**config.mk**
```make
export PLATFORM = sky130hd
export DESIGN_NAME = brst_trigger
export DESIGN_NICKNAME = d
export VERILOG_FILES = /design/src/rtl/brst_pkg.sv /design/src/rtl/brst_cause_pri.sv /design/src/rtl/brst_conn_delay.sv /design/src/rtl/brst_watchdog.sv /design/src/rtl/brst_trigger.sv
export SDC_FILE = /design/constraint.sdc
export NUM_CORES = 1
export LEC_CHECK = 0
export BUFFER_PORTS_ARGS = -buffer_cell sky130_fd_sc_hd__buf_2
export CORE_MARGIN = 2
export CORE_UTILIZATION = 30
export CTS_CLUSTER_DIAMETER = 80
export DETAILED_ROUTE_END_ITERATION = 12
export GPL_ROUTABILITY_DRIVEN = 0
export SLEW_MARGIN = 20
export SYNTH_ARGS = -nofsm -noshare
export SYNTH_HDL_FRONTEND = slang
export SYNTH_SLANG_ARGS = --single-unit
```
**constraint.sdc**
```tcl
create_clock -name clk -period 2.4 [get_ports clk]
set_clock_uncertainty 0.15 [all_clocks]
set_input_delay 0.48 -clock clk [delete_from_list [all_inputs] [get_ports clk]]
set_output_delay 0.48 -clock clk [all_outputs]
set_load 0.05 [all_outputs]
```
**src/rtl/brst_pkg.sv**
```systemverilog
package brst_pkg;

  typedef enum logic [1:0] {
    PH_NORMAL = 2'd0,
    PH_RESET  = 2'd1,
    PH_TREE   = 2'd2,
    PH_SELF   = 2'd3
  } phase_e;

  localparam int NCAUSE = 8;
  localparam int CAUSE_W = 4;

  localparam logic [CAUSE_W-1:0] C_NONE    = 4'd0;
  localparam logic [CAUSE_W-1:0] C_POWER   = 4'd1;
  localparam logic [CAUSE_W-1:0] C_ARB     = 4'd2;
  localparam logic [CAUSE_W-1:0] C_LINK    = 4'd3;
  localparam logic [CAUSE_W-1:0] C_RESUME  = 4'd4;
  localparam logic [CAUSE_W-1:0] C_BIAS    = 4'd5;
  localparam logic [CAUSE_W-1:0] C_SUSPEND = 4'd6;
  localparam logic [CAUSE_W-1:0] C_CONNECT = 4'd7;
  localparam logic [CAUSE_W-1:0] C_WDOG    = 4'd8;

  // cycles in the watchdog window for a clock in MHz and a limit in microseconds
  function automatic int wd_limit(input int clk_mhz, input int lim_us);
    return clk_mhz * lim_us;
  endfunction

  // smallest active code wins; bit i of hits stands for code i+1
  function automatic logic [CAUSE_W-1:0] pick_cause(input logic [NCAUSE-1:0] hits);
    logic [CAUSE_W-1:0] code;
    code = C_NONE;
    for (int i = NCAUSE - 1; i >= 0; i--) begin
      if (hits[i]) code = CAUSE_W'(i + 1);
    end
    return code;
  endfunction

endpackage

```
**src/rtl/brst_cause_pri.sv**
```systemverilog
module brst_cause_pri
  import brst_pkg::*;
(
  input  logic [NCAUSE-1:0]  hits,
  output logic [CAUSE_W-1:0] code,
  output logic               any_hit
);

  assign code    = pick_cause(hits);
  assign any_hit = |hits;

  // the chosen code names an active source and no lower one is active
  always_comb begin
    if (any_hit) begin
      a_pri_valid_r9 : assert (code != C_NONE && hits[code - 1'b1]);
      a_pri_lowest_r9 : assert ((hits & ((NCAUSE'(1) << (code - 1'b1)) - NCAUSE'(1))) == '0);
    end
  end

endmodule

```
**src/rtl/brst_conn_delay.sv**
```systemverilog
module brst_conn_delay #(
  parameter int CONN_DLY = 64,
  localparam int CW = $clog2(CONN_DLY + 1)
) (
  input  logic clk,
  input  logic rst_n,
  input  logic connected,
  input  logic cancel,
  output logic fire
);

  logic          conn_q;
  logic          active;
  logic [CW-1:0] remain;
  logic          rise;

  assign rise = connected & ~conn_q;
  assign fire = active && (remain == CW'(1)) && connected && !cancel;

  always_ff @(posedge clk or negedge rst_n) begin
    if (!rst_n) begin
      conn_q <= 1'b0;
      active <= 1'b0;
      remain <= '0;
    end else begin
      conn_q <= connected;
      if (cancel || !connected) begin
        active <= 1'b0;
      end else if (rise) begin
        active <= 1'b1;
        remain <= CW'(CONN_DLY);
      end else if (active) begin
        if (remain == CW'(1)) active <= 1'b0;
        else                  remain <= remain - 1'b1;
      end
    end
  end

  // a cancel or a disconnect drops any pending connect reset
  p_conn_cancel_r7 : assert property (@(posedge clk) disable iff (!rst_n)
    (cancel || !connected) |=> !active);

  // a fired connect reset is not repeated
  p_conn_once_r7 : assert property (@(posedge clk) disable iff (!rst_n)
    fire |=> !active);

endmodule

```
**src/rtl/brst_watchdog.sv**
```systemverilog
module brst_watchdog #(
  parameter int SW       = 4,
  parameter int CLK_MHZ  = 200,
  parameter int WD_US    = 300,
  parameter logic [SW-1:0] ST_IDLE   = 4'd0,
  parameter logic [SW-1:0] ST_TSTART = 4'd1,
  parameter logic [SW-1:0] ST_TX     = 4'd2,
  parameter logic [SW-1:0] ST_RX     = 4'd3,
  localparam int LIMIT = brst_pkg::wd_limit(CLK_MHZ, WD_US),
  localparam int CW    = $clog2(LIMIT + 1)
) (
  input  logic          clk,
  input  logic          rst_n,
  input  logic [SW-1:0] arb_state,
  output logic          wd_fire
);

  logic [SW-1:0] prev_state;
  logic [CW-1:0] dwell;
  logic          exempt;
  logic          same;

  assign exempt  = (arb_state == ST_IDLE) || (arb_state == ST_TSTART) ||
                   (arb_state == ST_TX)   || (arb_state == ST_RX);
  assign same    = (arb_state == prev_state);
  assign wd_fire = !exempt && same && (dwell == CW'(LIMIT - 1));

  always_ff @(posedge clk or negedge rst_n) begin
    if (!rst_n) begin
      prev_state <= ST_IDLE;
      dwell      <= '0;
    end else begin
      prev_state <= arb_state;
      if (exempt || !same)          dwell <= '0;
      else if (dwell != CW'(LIMIT)) dwell <= dwell + 1'b1;
    end
  end

  // exempt states and state changes restart the window
  p_wd_exempt_clear_r8 : assert property (@(posedge clk) disable iff (!rst_n)
    (exempt || !same) |=> dwell == '0);

  // the watchdog never fires in an exempt state
  p_wd_no_exempt_fire_r8 : assert property (@(posedge clk) disable iff (!rst_n)
    exempt |-> !wd_fire);

endmodule

```
**src/rtl/brst_trigger.sv**
```systemverilog
module brst_trigger
  import brst_pkg::*;
#(
  parameter int NPORT     = 3,
  parameter int SW        = 4,
  parameter int CONN_DLY  = 64,
  parameter int CLK_MHZ   = 200,
  parameter int WD_US     = 300,
  parameter int RESET_CYC = 32,
  parameter logic [SW-1:0] ST_IDLE   = 4'd0,
  parameter logic [SW-1:0] ST_TSTART = 4'd1,
  parameter logic [SW-1:0] ST_TX     = 4'd2,
  parameter logic [SW-1:0] ST_RX     = 4'd3,
  localparam int PW = (NPORT > 1) ? $clog2(NPORT) : 1
) (
  input  logic             clk,
  input  logic             rst_n,
  input  logic [NPORT-1:0] port_connected,
  input  logic [NPORT-1:0] port_arb_reset,
  input  logic [NPORT-1:0] port_bias,
  input  logic             parent_valid,
  input  logic [PW-1:0]    parent_port,
  input  logic             link_reset_req,
  input  logic             resume_evt,
  input  logic             peer_suspend_evt,
  input  logic [SW-1:0]    arb_state,
  input  logic             tree_done,
  input  logic             self_done,
  output logic             reset_drive,
  output logic [1:0]       phase,
  output logic [3:0]       cause
);

  localparam int RCW = (RESET_CYC > 1) ? $clog2(RESET_CYC) : 1;

  phase_e             ph_q;
  logic [RCW-1:0]     rcnt;
  logic [CAUSE_W-1:0] cause_q;
  logic               pwr_pend;
  logic [NPORT-1:0]   bias_q;
  logic [NPORT-1:0]   conn_fire;

  // named internal events
  logic               arb_hit;
  logic               par_ok;
  logic               bias_loss;
  logic               wd_fire;
  logic [NCAUSE-1:0]  hits;
  logic [CAUSE_W-1:0] enc_code;
  logic               any_trig;

  assign arb_hit   = |(port_arb_reset & port_connected);
  assign par_ok    = parent_valid && (int'(parent_port) < NPORT);
  assign bias_loss = par_ok && bias_q[parent_port] && !port_bias[parent_port];

  genvar gp;
  generate
    for (gp = 0; gp < NPORT; gp++) begin : g_conn
      brst_conn_delay #(.CONN_DLY(CONN_DLY)) u_dly (
        .clk       (clk),
        .rst_n     (rst_n),
        .connected (port_connected[gp]),
        .cancel    (arb_hit),
        .fire      (conn_fire[gp])
      );
    end
  endgenerate

  brst_watchdog #(
    .SW(SW), .CLK_MHZ(CLK_MHZ), .WD_US(WD_US),
    .ST_IDLE(ST_IDLE), .ST_TSTART(ST_TSTART), .ST_TX(ST_TX), .ST_RX(ST_RX)
  ) u_wd (
    .clk       (clk),
    .rst_n     (rst_n),
    .arb_state (arb_state),
    .wd_fire   (wd_fire)
  );

  assign hits = {wd_fire, |conn_fire, peer_suspend_evt, bias_loss,
                 resume_evt, link_reset_req, arb_hit, pwr_pend};

  brst_cause_pri u_pri (
    .hits    (hits),
    .code    (enc_code),
    .any_hit (any_trig)
  );

  always_ff @(posedge clk or negedge rst_n) begin
    if (!rst_n) begin
      pwr_pend <= 1'b1;
      bias_q   <= '0;
    end else begin
      pwr_pend <= 1'b0;
      bias_q   <= port_bias;
    end
  end

  always_ff @(posedge clk or negedge rst_n) begin
    if (!rst_n) begin
      ph_q    <= PH_NORMAL;
      rcnt    <= '0;
      cause_q <= C_NONE;
    end else if (any_trig) begin
      ph_q    <= PH_RESET;
      rcnt    <= '0;
      cause_q <= enc_code;
    end else begin
      unique case (ph_q)
        PH_RESET: begin
          if (rcnt == RCW'(RESET_CYC - 1)) ph_q <= PH_TREE;
          else                             rcnt <= rcnt + 1'b1;
        end
        PH_TREE:   if (tree_done) ph_q <= PH_SELF;
        PH_SELF:   if (self_done) ph_q <= PH_NORMAL;
        default:   ph_q <= PH_NORMAL;
      endcase
    end
  end

  assign reset_drive = (ph_q == PH_RESET);
  assign phase       = ph_q;
  assign cause       = cause_q;

  // any trigger restarts the reset phase on the next edge
  p_trig_enter_r11 : assert property (@(posedge clk) disable iff (!rst_n)
    any_trig |=> (phase == 2'd1) && reset_drive);

  // the recorded cause is the encoded winner of the trigger cycle
  p_cause_record_r9 : assert property (@(posedge clk) disable iff (!rst_n)
    any_trig |=> cause == $past(enc_code));

  // tree identification is only entered from the reset phase
  p_tree_entry_r10 : assert property (@(posedge clk) disable iff (!rst_n)
    (phase == 2'd2 && $past(phase) != 2'd2) |-> $past(phase) == 2'd1);

  // self identification is only entered from tree identification
  p_self_entry_r10 : assert property (@(posedge clk) disable iff (!rst_n)
    (phase == 2'd3 && $past(phase) != 2'd3) |-> $past(phase) == 2'd2);

  // an arbitration reset on a connected port is never lost
  p_arb_hit_r2 : assert property (@(posedge clk) disable iff (!rst_n)
    arb_hit |=> reset_drive);

endmodule

```
Yosys cells after proc, flatten, opt, wreduce, memory -nomap -nowiden
Index checks and enable logic that the tools add are counted. W data, S select, Z words.

Flip-flop bits (word level): 62. Input port bits: 23. Output and inout port bits: 7. Logic and storage cells: 138.

Add/subtract/negate cells: 5. $lt $le $gt $ge: 2. Eq/ne operators: 20. Muxes and demuxes: 43. Bitwise operators: 10. Reductions and logical operators: 42.

Operators by type and width (number): $mux W7 (9); $mux W16 (2); $mux W4 (8); $eq A7 B1 Y1 const B (3); $sub A7 B1 Y7 const B (3); $add A16 B1 Y16 const B (1); $eq A16 B16 Y1 const B (1); $ne A16 B16 Y1 const B (1); $mux W5 (3); $logic_and A1 B1 Y1 (14); $mux W1 (14); $reduce_and A3 Y1 (4); $reduce_or A12 Y1 (1); $reduce_bool A2 Y1 (5); $eq A4 B2 Y1 const B (2); $mux W2 (4); $logic_not A1 Y1 (7); $logic_or A1 B1 Y1 (7); $ne A2 B1 Y1 const B (3); $ne A3 B3 Y1 const B (2); $not A1 Y1 (6); $pmux W2 S3 (1); $reduce_or A3 Y1 (2); $add A5 B1 Y5 const B (1); 14 further kinds (18).

Logic depth before layout (Yosys ltp)
Gate-level depths: netlist of the first run.

Depth in word-level cells: 15. Mapped depth: 8. Mapped depth without buffers: 7.

Modules after synthesis
A second synthesis of the first run with hierarchy kept.

Cell total of the unflattened synthesis: 332. Area total of the unflattened synthesis: 3432.0 µm².

Modules (own cells, without submodules): brst_conn_delay (times used 3, cells each 52, area each 530.5 µm², sequential area each 225.2 µm²); brst_watchdog (times used 1, cells each 99, area each 1023.5 µm², sequential area each 500.5 µm²); brst_trigger (times used 1, cells each 63, area each 728.2 µm², sequential area each 376.6 µm²); brst_cause_pri (times used 1, cells each 14, area each 88.8 µm², sequential area each 0.0 µm²).

Worst setup path before layout of the first run
OpenSTA, ideal clock, no wires.

Path kind: register to register. Start point: reg ph_q[1] (netlist: phase[1]). End point: reg ph_q[0] (netlist: phase[0]). Library setup time: 0.124 ns. Arrival time: 2.218 ns. Required time: 2.126 ns. Setup slack: -0.092 ns. Stages on the path, launching flop included: 8. Path buffers: 1. Period minus slack after synthesis: 2.492 ns. Path through: dfrtp_1 -> inv_1 -> ha_1 -> nor2b_1 -> clkbuf_1 -> a221oi_1 -> nor2_1 -> a211o_1.

Word-level cells in the longest chain between the ends: 3. Elaborated cells on any way between the ends: 9. Classes of those cells: eq/ne (6); mux (2); reduce/logical (1).

RTL lines: start: declaration (RTL line brst_trigger.sv:36) `phase_e ph_q;`; start signal: assignment (RTL line brst_trigger.sv:100) `ph_q <= PH_NORMAL;`; start signal: assignment (RTL line brst_trigger.sv:104) `ph_q <= PH_RESET;`; start signal: assignment (RTL line brst_trigger.sv:110) `if (rcnt == RCW'(RESET_CYC - 1)) ph_q <= PH_TREE;`; $eq A2 B1 Y1 *; net reset_drive (RTL line brst_trigger.sv:29) `output logic reset_drive,`; $ne A3 B1 Y1 (no line) or $pmux W2 S3 (tied branches); $reduce_and A3 Y1 (no line) or $mux W2 (tied branches).

Mark *: on every way through the listed nets, which the timed path passes. The rest lies on a longest branch. A chain may end at the register's enable or synchronous reset.

Final worst setup path of the first run
Start point: reg g_conn[0].u_dly.remain[3]. End point: reg cause_q[3] (netlist: cause[3]).

Word-level cells in the longest chain between the ends: 12. Elaborated cells on any way between the ends: 13. Classes of those cells: eq/ne (1); mux (7); reduce/logical (5).

RTL lines: start: declaration (RTL line brst_conn_delay.sv:14) `logic [CW-1:0] remain;`; start signal: assignment (RTL line brst_conn_delay.sv:31) `remain <= CW'(CONN_DLY);`; start signal: assignment (RTL line brst_conn_delay.sv:34) `else remain <= remain - 1'b1;`; $eq A7 B1 Y1 * (RTL line brst_conn_delay.sv:18) `assign fire = active && (remain == CW'(1)) && connected && !cancel;`; $logic_and A1 B1 Y1 * (3 in series) (RTL line brst_conn_delay.sv:18); $reduce_or A3 Y1 (RTL line brst_trigger.sv:79) `assign hits = {wd_fire, |conn_fire, peer_suspend_evt, bias_loss,`; $mux W4 (7 in series) (RTL line brst_pkg.sv:33) `if (hits[i]) code = CAUSE_W'(i + 1);`; end signal: assignment (RTL line brst_trigger.sv:106) `cause_q <= enc_code;`; end: declaration (RTL line brst_trigger.sv:38) `logic [CAUSE_W-1:0] cause_q;`.

Mark *: on every way between the ends. The rest lies on a longest branch, timed or not.

==> flow_metrics.py, run 1 <==
metrics = {
    "clocking": {
        "post-cts-setup-buffers": 0,
        "path_clk_slew_ps": 70,
        "cts_tree": "yes",
        "clock_latency_ps": 340,
        "cts_buffer_depth": 2,
        "cts-buffers-inserted": 9,
        "cts_root_buffer": "clkbuf_8",
        "cts.hold.buffers_added": 0,
        "cts_sinks": 62,
        "cts_resized": 0,
        "htree_levels": 3,
    },
    "global_route": {
        "grt_pass1_wl_um": 10800,
        "grt_max_degree": 63,
        "grt_pass1_vias": 2365,
        "grt_overflow_total": 0,
        "antenna_found_initial": 0,
        "grt_util_all_layers_pct": 11.7,
    },
    "job": {
        "max_cap_viol_count": 0,
    },
    "power": {
        "peakVddDrop_v": 0.000230,
        "p_total_mw": 2.76,
        "power.leakage_nw": 1.60,
        "powerDensity_nw_per_um2": 725,
    },
    "timing": {
        "finalSetupTns_ps": 0,
        "drv_slew": 0,
        "holdWs_ps": -16.5,
        "grt_setup_unrepaired": "no",
        "layout_worst_path_cycle_share_pct": 88.4,
        "tightest_slew_ps": 579,
        "fin_crit_ps": 2120,
        "max_freq_mhz": 472,
        "slew_headroom_pct": 61.0,
        "finalHoldViolCount": 7,
        "finalSetupViolations": 0,
    },
    "worst_setup_path": {
        "timing.rr.start": "g_conn[0].u_dly.remain[3]",
        "required_ps": 2480,
        "worstPathMaxFanout": 5,
        "worstSetupEndpointType": "flop",
        "reg2reg_to": "cause[3]",
        "setup.worst_path.class": "reg2reg",
        "start_kind": "flop",
        "crit_start": "g_conn[0].u_dly.remain[3]",
        "cpPeakStageDelay_ps": 580,
        "path_cells": "or4_4 -> nor4_2 -> nor2_1 -> o21a_1 -> and3_1",
        "crit_arrival_ps": 2200,
        "r2r_cells": 5,
        "critPathSlowestCell": "or4_4",
        "rrSetupSlack_ps": 280,
    },
    "synthesis": {
        "avgSynthCellArea_um2": 10.5,
        "synth-main-ff-cell": "dfrtp_1",
        "synth_cell_types": 60,
        "syn_area_um2": 3310,
        "synthCells": 316,
        "synth_warnings": 0,
        "synth_edf_count": 0,
        "yosysSeqAreaShare_pct": 47.0,
        "synthArstFlopShare_pct": 100,
        "synth_nets": 353,
        "ys_ff_latch": 62,
    },
    "final_layout": {
        "fin_nets": 392,
        "postLayoutCoreUtil_pct": 35.3,
        "drive_gt1_share_pct": 20.8,
        "area_delta_synth_final_pct": 15.3,
        "postLayoutCellArea_um2": 3810,
        "diodes": 0,
    },
    "min_path": {
        "hold_path.class": "in2async",
    },
    "outcome": {
        "violations": "hold timing",
        "status": "complete, but fails checks",
    },
    "routing": {
        "viasPerCell": 4.73,
        "antenna_left": 0,
        "drtPass1Iterations": 4,
        "drc": 0,
        "routed_wl_um": 6270,
        "route.vias.total": 2365,
        "drtIter0Drc": 168,
        "avgRoutedWirePerCell_um": 12.5,
    },
    "placed_design": {
        "place_area_um2": 3650,
        "hpwl_um": 4530,
        "port_buffers": 29,
    },
    "floorplanning": {
        "core_um2": 10800,
        "die_area_um2": 11900,
        "fp-row-count": 38,
        "die_w_um": 109,
        "ios": 30,
        "initial_core_util_pct": 30.6,
        "die_y_um": 109,
    },
}
==> layer usage <==
metal  share of wire [%]  routed length (um)  vias up  GRT usage (%)
met5                   0                   0        -              0
met4                 2.2                 140        0           6.87
met3                 3.5                 221        9           2.93
met2                  47                2950       31           18.2
met1                  47                2960     1147           14.7
li1                    -                   -     1178              -
==> cells in the final DEF, fill, tap and decap left out, types with 4 or more instances in the layout <==
cell type | synthesis | layout
nand2_1 | 14 | 14
xor2_1 | 9 | 9
nand4_1 | 6 | 6
a211oi_1 | 4 | 4
mux2i_1 | 4 | 4
a211oi_2 | 6 | 6
nor2_1 | 49 | 49
nor4_1 | 4 | 4
clkbuf_8 | 0 | 10
dfrtp_1 | 61 | 60
or3_1 | 5 | 5
a21oi_1 | 7 | 7
o21ai_0 | 5 | 5
ha_1 | 14 | 14
xnor2_1 | 26 | 26
nand3_1 | 11 | 11
inv_1 | 22 | 22
nand2b_1 | 7 | 7
clkbuf_1 | 3 | 4
buf_2 | 0 | 29
==> state kept, by name, indices dropped and copies added, names as in the netlist, 2 cells and up <==
register,cells
bias_q,3
g_conn.u_dly.conn_q,3
cause,4
g_conn.u_dly.active,3
u_wd.prev_state,4
g_conn.u_dly.remain,21
u_wd.dwell,16
rcnt,5
phase,2
==> Yosys cell counts (all sizes together), types with 4 or more instances <==
library cell,number,area (um2)
a211oi,10,105
a21oi,7,35.0
dfrtp,61,1530
ha,14,175
inv,22,82.6
mux2i,4,40.0
nand2,16,65.1
nand2b,7,43.8
nand3,12,72.6
nand4,7,58.8
nor2,49,184
nor3,4,25.0
nor4,5,37.5
o21ai,10,68.8
or3,5,31.3
or4,4,41.3
xnor2,26,228
xor2,9,78.8
==> cell families after synthesis <==
group,synth area share (%)
DFF,47.0
buffers and inverters,3.18
other,0.113
and+or+nand+nor,20.7
muxes,1.21
AOI/OAI and AO/OA,13.2
adders and majority gates,5.30
xor gates and xnor gates,9.27
==> through the flow <==
| stage | setup WS [ps] | std cells |
|---|---|---|
| finish | 279 | 500 |
| global route | 191 | 500 |
| CTS | 270 | 500 |
| detailed placement | 98.5 | 484 |
| global placement | 174 | 484 |
| floorplan | 1.09 | 316 |
==> where the power goes <==
part           total (mW)  switching (mW)  internal (mW)
clock               0.780           0.378          0.401
combinational       0.640           0.330          0.310
sequential           1.34           0.151           1.19
total                2.76           0.859           1.90
==> area by class of cell <==
cell class,instances,area [um2]
Tap cell,140,175
Sequential cell,62,1550
Timing Repair Buffer,33,188
Inverter,22,82.6
Fill cell,1075,6980
Clock buffer,14,153
Multi-Input combinational cell,227,1650
Clock inverter,2,10.0
==> worst max path at each step <==
stage | endpoint | slack (ps) | cells past startpoint
global placement | g_conn[1].u_dly.remain[6] | 170 | 7
floorplan | phase[0] | 1 | 6
global route | cause[3] | 190 | 5
finish | cause[3] | 280 | 5
CTS | cause[3] | 270 | 5
detailed placement | g_conn[1].u_dly.remain[6] | 100 | 7
==> critical path: cells and delay by family, from the launching register on <==
family             cells  cell delay, ps
and+or+nand+nor        4            1260
DFF                    1             430
AOI/OAI and AO/OA      1             180
Note: power is estimated with default switching activity, not from simulation.
==> run 2, diff against run 1 <==
Settings changed: ABC_AREA from default to 0, SYNTH_HIERARCHICAL from default to 1.
==> flow_metrics.py, run 2 <==
metrics = {
    "final_layout": {
        "mostFrequentLayoutCells": "59 x dfrtp_1, 37 x buf_4, 29 x buf_2",
        "drive_gt1_share_pct": 28.8,
        "multi_input_area_um2": 1860,
        "diodes": 0,
        "final-seq-area_um2": 1560,
        "regMostFlops": "g_conn.u_dly/remain",
        "largest_reg_flops": 21,
        "fin_nets": 441,
        "area_delta_synth_final_pct": 29.5,
        "reg_top3": "g_conn.u_dly/remain (21), u_wd/dwell (16), rcnt (5)",
        "fill_cells": 1082,
        "final_common_cell": "dfrtp_1",
    },
    "floorplanning": {
        "die_y_um": 111,
        "die_w_um": 111,
        "initial_core_util_pct": 30.4,
        "ios": 30,
        "die_area_um2": 12300,
        "core_um2": 11300,
        "fp-row-count": 39,
    },
    "global_route": {
        "grt_util_all_layers_pct": 12.7,
        "antenna_found_initial": 0,
        "grt_pass1_vias": 2706,
        "grt_overflow_total": 0,
        "grt_max_degree": 27,
        "grt_pass1_wl_um": 12800,
    },
    "clocking": {
        "cts-buffers-inserted": 9,
        "clock_latency_ps": 330,
        "htree_levels": 3,
        "cts_buffer_depth": 2,
        "cts_tree": "yes",
        "cts_root_buffer": "clkbuf_16",
        "cts_sinks": 62,
        "path_clk_slew_ps": 60,
    },
    "timing": {
        "drv_slew": 0,
        "finalHoldViolCount": 0,
        "holdWs_ps": 123,
        "grt_setup_unrepaired": "yes",
        "fin_crit_ps": 2350,
        "layout_worst_path_cycle_share_pct": 97.9,
        "tightest_slew_ps": 553,
        "slew_headroom_pct": 63.2,
        "finalSetupTns_ps": 0,
        "finalSetupViolations": 0,
        "max_freq_mhz": 425,
    },
    "synthesis": {
        "avgSynthCellArea_um2": 10.3,
        "yosysTopAreaCellShare_pct": 44.5,
        "synth_nets": 368,
        "yosysSeqAreaShare_pct": 45.2,
        "ys_ff_latch": 62,
        "synth_edf_count": 0,
        "yosys.area.top_type": "dfrtp_1",
        "synth_cell_types": 48,
        "synth_commonest_cells": "61 x dfrtp_1, 28 x nand2_1, 25 x nor2_1",
        "synth_area_leaders": "dfrtp_1 44%, mux2i_1 6.1%, ha_1 4.7%, nand2b_1 3.8%, nor4_4 3.1%",
        "synth_warnings": 6,
        "syn_area_um2": 3430,
        "synth_most_common_cell": "dfrtp_1",
        "synthArstFlopShare_pct": 100,
        "synthCells": 332,
        "synth-main-ff-cell": "dfrtp_1",
    },
    "power": {
        "power.leakage_nw": 1.89,
        "powerDensity_nw_per_um2": 721,
        "peakVddDrop_v": 0.000393,
        "p_total_mw": 3.20,
    },
    "routing": {
        "avgRoutedWirePerCell_um": 13.3,
        "wl_met1_um": 3360,
        "drc": 0,
        "wl_met3_um": 191,
        "route.vias.total": 2679,
        "viasPerCell": 4.84,
        "top_layer_used": "met4",
        "routed_wl_um": 7360,
        "drtPass1Iterations": 4,
        "wl_met2_um": 3660,
        "antenna_left": 0,
        "drtIter0Drc": 53,
    },
    "placed_design": {
        "hpwl_um": 5210,
        "port_buffers": 29,
    },
    "job": {
        "max_cap_viol_count": 0,
    },
    "min_path": {
        "hold_path_startpoint": "port_bias[0]",
        "hold_path.class": "in2reg",
    },
    "worst_setup_path": {
        "crit_start": "g_conn[1].u_dly/remain[1]",
        "worstPathMaxFanout": 5,
        "worstSetupEndpointType": "flop",
        "timing.rr.start": "g_conn[1].u_dly/remain[1]",
        "crit_arrival_ps": 2410,
        "setup.worst_path.class": "reg2reg",
        "start_kind": "flop",
        "required_ps": 2460,
        "rrSetupSlack_ps": 50,
    },
    "outcome": {
        "status": "finished, final reports clean",
    },
}
[run 2: cell count changes after synthesis, moves of 5 or more]
cell,previous run,this run
nor4_4,0,5
nor2_1,49,25
a211oi_2,6,0
nand2b_1,7,21
mux2i_1,4,21
nand2_1,14,28
xnor2_1,26,11
o31ai_1,0,5
[run 2: layout make-up]
| cell class | instances | area share [%] |
|---|---|---|
| multi-input combinational | 245 | 41.9 |
| clock inverter | 7 | 2.20 |
| tap | 143 | 4.03 |
| clock buffer | 9 | 5.07 |
| timing repair buffer | 69 | 10.3 |
| inverter | 18 | 1.52 |
| sequential | 62 | 35.0 |
[run 2: per-stage QoR]
step | util, % | std cells | setup WS [ps] | cell area [um2]
6_report | 39.4 | 553 | 49.4 | 4440
4_1_cts | 38.4 | 548 | 2.35 | 4330
5_1_grt | 39.4 | 553 | -69.9 | 4440
3_3_place_gp | 35.4 | 531 | -103 | 3990
3_5_place_dp | 35.4 | 531 | -144 | 3990
2_1_floorplan | - | 332 | 0.526 | 3460
[run 2: power by group]
group	switching, mW	internal [mW]	total [mW]
registers	0.103	1.13	1.24
clock network	0.489	0.911	1.40
logic	0.273	0.290	0.564
total	0.865	2.34	3.20
[run 2: layer usage]
| layer | global-route usage (%) | vias up |
|---|---|---|
| met4 | 6.33 | 0 |
| met1 | 15.4 | 1315 |
| met3 | 2.73 | 11 |
| li1 | - | 1325 |
| met2 | 21.5 | 28 |
| met5 | 0 | - |
[run 2: logic make-up after synthesis]
family,share of synthesized area (%)
AOI/OAI and AO/OA,7.33
DFF,45.2
muxes,7.44
adders and majority gates,4.74
and+or+nand+nor,27.5
buffers and inverters,3.06
xor gates and xnor gates,4.59
other,0.109
[run 2: what timing repair did]
action,CTS,global route
hold buffers,1,0
endpoints found under the setup margin,1,11
buffers inserted,0,5
gates resized for setup,2,22
hold endpoints to repair,6,0
pin swaps,0,1
[run 2: worst max-delay path, stage by stage (launching register included)]
cell	delay [ps]
dfrtp_1	380
inv_2	60
ha_4	150
nor2b_4	120
nand2_2	60
nor2_1	40
or3_4	400
nor4_4	170
nand3b_1	220
buf_4	200
mux2_4	290
[run 2: worst paths after layout]
check / endpoint / cells after the start
max: cause[2] / 10
min: bias_q[0] / 1
max reg2reg: cause[2] / 10
min reg2reg: rcnt[4] / 2
max in group asynchronous: u_wd/dwell[1] / 3
min in group asynchronous: g_conn[0].u_dly/remain[1] / 2
